===== src/rtl/secded_pkg.sv =====
package secded_pkg;

  localparam int DATA_W = 4;
  localparam int CHK_W  = 3;
  localparam int FRM_W  = DATA_W + CHK_W + 1;
  localparam int SYN_W  = CHK_W + 1;

  typedef logic [FRM_W-1:0]  frame_t;
  typedef logic [DATA_W-1:0] nibble_t;
  typedef logic [SYN_W-1:0]  synd_t;

  // position check bits {C1,C2,C4}; d[3]=D1 .. d[0]=D4
  function automatic logic [CHK_W-1:0] pos_checks(nibble_t d);
    logic c1, c2, c4;
    c1 = d[3] ^ d[2] ^ d[0];
    c2 = d[3] ^ d[1] ^ d[0];
    c4 = d[2] ^ d[1] ^ d[0];
    return {c1, c2, c4};
  endfunction

  // full codeword with the even overall parity bit in bit 0
  function automatic frame_t build_frame(nibble_t d);
    frame_t f;
    f    = {d, pos_checks(d), 1'b0};
    f[0] = ^f[FRM_W-1:1];
    return f;
  endfunction

  // syndrome {A1,A2,A3,A4}
  function automatic synd_t calc_syndrome(frame_t f);
    logic a1, a2, a3, a4;
    a1 = ^f;
    a2 = f[6] ^ f[5] ^ f[4] ^ f[1];
    a3 = f[7] ^ f[5] ^ f[4] ^ f[2];
    a4 = f[7] ^ f[6] ^ f[4] ^ f[3];
    return {a1, a2, a3, a4};
  endfunction

  // position code produced by a lone error in frame bit idx
  function automatic logic [CHK_W-1:0] bit_signature(int idx);
    logic [CHK_W-1:0] s;
    case (idx)
      7:       s = 3'b011;
      6:       s = 3'b101;
      5:       s = 3'b110;
      4:       s = 3'b111;
      3:       s = 3'b001;
      2:       s = 3'b010;
      1:       s = 3'b100;
      default: s = 3'b000;
    endcase
    return s;
  endfunction

  // one-hot mask of the frame bit a position code points at
  function automatic frame_t flip_mask(logic [CHK_W-1:0] pos);
    frame_t m;
    m = '0;
    for (int i = 0; i < FRM_W; i++) begin
      m[i] = (bit_signature(i) == pos);
    end
    return m;
  endfunction

endpackage


===== src/rtl/secded_encoder.sv =====
module secded_encoder
  import secded_pkg::*;
(
  input  nibble_t data_i,
  output frame_t  frame_o
);

  assign frame_o = build_frame(data_i);

endmodule


===== src/rtl/secded_syndrome.sv =====
module secded_syndrome
  import secded_pkg::*;
(
  input  frame_t frame_i,
  output synd_t  synd_o,
  output logic   single_o,
  output logic   double_o
);

  synd_t syn;
  logic  pos_nz;

  always_comb begin
    syn      = calc_syndrome(frame_i);
    pos_nz   = |syn[CHK_W-1:0];
    single_o = syn[SYN_W-1];
    double_o = !syn[SYN_W-1] && pos_nz;
    synd_o   = syn;
  end

endmodule


===== src/rtl/secded_corrector.sv =====
module secded_corrector
  import secded_pkg::*;
(
  input  frame_t frame_i,
  input  synd_t  synd_i,
  input  logic   single_i,
  output frame_t frame_o
);

  frame_t mask;

  always_comb begin
    mask    = single_i ? flip_mask(synd_i[CHK_W-1:0]) : '0;
    frame_o = frame_i ^ mask;
  end

endmodule


===== src/rtl/secded_codec.sv =====
module secded_codec
  import secded_pkg::*;
#(
  parameter bit OUT_REG = 1'b1
) (
  input  logic       clk_i,
  input  logic       rst_ni,
  input  logic [3:0] enc_data_i,
  output logic [7:0] enc_frame_o,
  input  logic [7:0] dec_frame_i,
  output logic [3:0] dec_data_o,
  output logic [7:0] dec_frame_o,
  output logic [3:0] dec_syndrome_o,
  output logic       dec_single_o,
  output logic       dec_double_o
);

  synd_t  w_synd;
  logic   w_single;
  logic   w_double;
  frame_t w_fixed;

  secded_encoder u_enc (
    .data_i  (enc_data_i),
    .frame_o (enc_frame_o)
  );

  secded_syndrome u_syn (
    .frame_i  (dec_frame_i),
    .synd_o   (w_synd),
    .single_o (w_single),
    .double_o (w_double)
  );

  secded_corrector u_cor (
    .frame_i  (dec_frame_i),
    .synd_i   (w_synd),
    .single_i (w_single),
    .frame_o  (w_fixed)
  );

  generate
    if (OUT_REG) begin : g_out_reg
      always_ff @(posedge clk_i or negedge rst_ni) begin
        if (!rst_ni) begin
          dec_frame_o    <= '0;
          dec_syndrome_o <= '0;
          dec_single_o   <= 1'b0;
          dec_double_o   <= 1'b0;
        end else begin
          dec_frame_o    <= w_fixed;
          dec_syndrome_o <= w_synd;
          dec_single_o   <= w_single;
          dec_double_o   <= w_double;
        end
      end
    end else begin : g_out_comb
      assign dec_frame_o    = w_fixed;
      assign dec_syndrome_o = w_synd;
      assign dec_single_o   = w_single;
      assign dec_double_o   = w_double;
    end
  endgenerate

  assign dec_data_o = dec_frame_o[FRM_W-1 -: DATA_W];

endmodule


===== config.mk =====
export PLATFORM = sky130hd
export DESIGN_NAME = secded_codec
export DESIGN_NICKNAME = d
export VERILOG_FILES = /design/src/rtl/secded_pkg.sv /design/src/rtl/secded_encoder.sv /design/src/rtl/secded_syndrome.sv /design/src/rtl/secded_corrector.sv /design/src/rtl/secded_codec.sv
export SDC_FILE = /design/constraint.sdc
export NUM_CORES = 1
export LEC_CHECK = 0
export BUFFER_PORTS_ARGS = -buffer_cell sky130_fd_sc_hd__buf_2
export CORE_MARGIN = 5
export CORE_UTILIZATION = 35
export CTS_BUF_LIST = sky130_fd_sc_hd__clkbuf_2
export DETAILED_ROUTE_END_ITERATION = 6
export SYNTH_ARGS = -nofsm -noshare
export SYNTH_HDL_FRONTEND = slang
export SYNTH_SLANG_ARGS = --single-unit

===== constraint.sdc =====
create_clock -name clk_i -period 0.8 [get_ports clk_i]
set_input_delay 0.08 -clock clk_i [delete_from_list [all_inputs] [get_ports clk_i]]
set_output_delay 0.08 -clock clk_i [all_outputs]
set_load 0.02 [all_outputs]

==> metrics.yaml <==
cts:
  path_clk_slew_ns: 0.13
  cts_buffers: 3
  htree_levels: 1
  cts_sinks: 13
  cts.path.max_buffers: 2
  cts_tree: "yes"
  ctsRootBufferMaster: "clkbuf_2"
floorplanning:
  start_util_pct: 37.1
  die_h_um: 61.7
  fp.coreArea_um2: 2520
  die_area_um2: 3800
  ios: 40
  rows: 18
  fp.dieW_um: 61.7
yosys:
  ys_seq_area_share_pct: 34.8
  synth_fa_ha_area_share_pct: 0
  synth_area_per_cell_um2: 11.3
  syn_area_um2: 935
  synth_top_family_by_area: "XOR/XNOR gates"
  synth_xor_area_share_pct: 35.9
  syn_nets: 97
  yosys_warnings: 0
  postSynthCellCount: 83
  synthMuxAreaShare_pct: 1.20
  ys_seq_elements: 13
  ys_types: 22
  yosys.area_share.simple_pct: 6.43
  synth_compound_area_share_pct: 8.57
sta:
  timing.final.crit_share_pct: 132
  period_needed_ns: 1.06
  setup_viol: 30
  rsz0062_at_grt: "yes"
  tns_ns: -4.07
  finalHoldViolCount: 0
  hold_ws_ns: 0.0717
  worst_slew_pin_slew_ns: 0.299
  slew_viol_final: 0
  timing.final.ws_setup_ns: -0.260
  relSlewSlack_pct: 80.1
  fmax_mhz: 944
critical_path:
  cp-start-kind: "input pin"
  path_max_fanout: 5
  cp_num_buf_inv: 3
  endpoint_kind: "register"
  crit_path_max_incr_delay_ns: 0.23
  cp_data_required_time_ns: 1.00
  crit_path_cell_trace: "buf_2 -> buf_4 -> xnor2_1 -> buf_4 -> nor3_1 -> o211ai_1 -> xnor2_1"
  cp_slowest_cell: "nor3_1"
  worstSetupPathType: "in2reg"
  path_delay_family: "buffers and inverters"
  crit_start: "dec_frame_i[4]"
  arrival_ns: 1.26
layout:
  final_core_util_pct: 61.9
  final_area_um2: 1560
  most-common-layout-cells: "buf_4, buf_6, xnor2_1"
  drive_above_1_share_pct: 64.0
  final_common_cell: "buf_4"
  syn2layout_area_growth_pct: 66.9
  fillers: 221
  final_nets: 154
  diodes: 0
power:
  combPwrFrac_pct: 57.0
  seqPwrFrac_pct: 30.4
  powerDensity_nw_per_um2: 1800
  p_sw_mw: 1.04
  p_int_mw: 1.76
  switching_share_pct: 37.2
  p_leak_nw: 0.715
  p_clk_share_pct: 12.6
  vdd_drop_max_v: 0.00133
worst_hold_path:
  hp-start: "dec_frame_i[7]"
  hold_path_class: "in2reg"
global_routing:
  grt_pass1_wl_um: 3550
  grt_pass1_vias: 786
  grtUsageMet1_pct: 16.7
  grt.busiest_layer: "met2"
  gr-usage-met2_pct: 20.6
  grt_max_degree: 14
  overflow: 0
  grt.total_usage_pct: 12.5
  grt_util_met3_pct: 1.05
  antenna_found_initial: 0
detailed_routing:
  wirelength_um: 2180
  avgRoutedWirePerCell_um: 12.9
  drt-pass1-iter-count: 2
  via_per_inst: 4.54
  route.detailed.drc: 0
  vias: 767
  antenna_left: 0
  drtIter0Drc: 13
place:
  portBuffers: 39
  dp_slack_ns: -0.565
  dp_hpwl_um: 1730
  placed_area_um2: 1240
  gp_congestion: 0.937
run:
  max-cap-violations: 0
status:
  status: "finished, violations left"
  violations: "negative setup slack"
[registers in the layout (all words and copies together), names as in the netlist]
signal	flops
dec_single_o	1
dec_syndrome_o	3
dec_double_o	1
dec_frame_o	8
[stage by stage]
stage          instances  total power, mW
2_1_floorplan         83             1.65
3_3_place_gp         162             2.02
3_5_place_dp         162             2.04
4_1_cts              167             2.70
5_1_grt              169             2.97
6_report             169             2.80
[power by group through the flow]
stage | Sequential, mW | Clock (mW) | Combinational [mW]
global placement | 0.820 | 0 | 1.20
CTS | 0.854 | 0.359 | 1.49
detailed placement | 0.824 | 0 | 1.22
finish | 0.853 | 0.353 | 1.60
floorplan | 0.989 | 0 | 0.665
global route | 0.869 | 0.387 | 1.71
[metal layers]
metal | part of all wire [%] | up-vias
li1 | - | 382
met1 | 42 | 357
met2 | 52 | 26
met3 | 5.2 | 2
met4 | 1.1 | 0
met5 | 0 | -
[synth_stat cells]
cell type | number | area, um^2
xor2_1 | 4 | 35.0
dfrtp_1 | 13 | 325
nor3_1 | 8 | 40.0
mux2_1 | 1 | 11.3
inv_2 | 1 | 3.75
o22ai_1 | 1 | 6.26
xnor2_4 | 1 | 27.5
xnor3_2 | 1 | 23.8
buf_4 | 10 | 75.1
xor2_2 | 2 | 32.5
o211ai_1 | 7 | 52.6
nand3_1 | 2 | 10.0
a21oi_1 | 1 | 5.00
xnor2_2 | 1 | 16.3
or2_1 | 1 | 6.26
xnor2_1 | 20 | 175
buf_2 | 2 | 10.0
a21boi_0 | 1 | 7.51
o21ai_2 | 1 | 8.76
xor3_2 | 1 | 25.0
buf_6 | 3 | 33.8
nand2_1 | 1 | 3.75
[cell type report]
| cell class | instances | area (um^2) | share of cell area, % |
|---|---|---|---|
| clock buffer | 4 | 20.0 | 1.28 |
| inverter | 1 | 3.75 | 0.241 |
| multi-input combinational | 54 | 588 | 37.7 |
| sequential | 13 | 325 | 20.8 |
| tap | 30 | 37.5 | 2.41 |
| timing repair buffer | 67 | 586 | 37.5 |
[what timing repair did]
item                                    4_1_cts  5_1_grt
pin swaps                                     7        7
hold buffers                                  1        0
gates resized for setup                      52       20
hold endpoints to repair                     13        0
buffers inserted                              0        3
endpoints found under the setup margin       33       33
[logic make-up after synthesis]
group                  count (synthesis)
multiplexers                           1
AND/OR/NAND/NOR                       12
buffers and inverters                 16
XOR/XNOR                              30
flip-flops                            13
AO/OA/AOI/OAI                         11
[path summary, 6_finish.rpt]
path                                  end  slack, ns  cells past startpoint
hold / removal             dec_frame_o[7]       0.07                      3
setup / recovery           dec_frame_o[2]      -0.26                      7
min in group asynchronous  dec_frame_o[0]       0.20                      2
max in group asynchronous    dec_double_o       0.36                      2
Power figures use the tool's default switching activity.
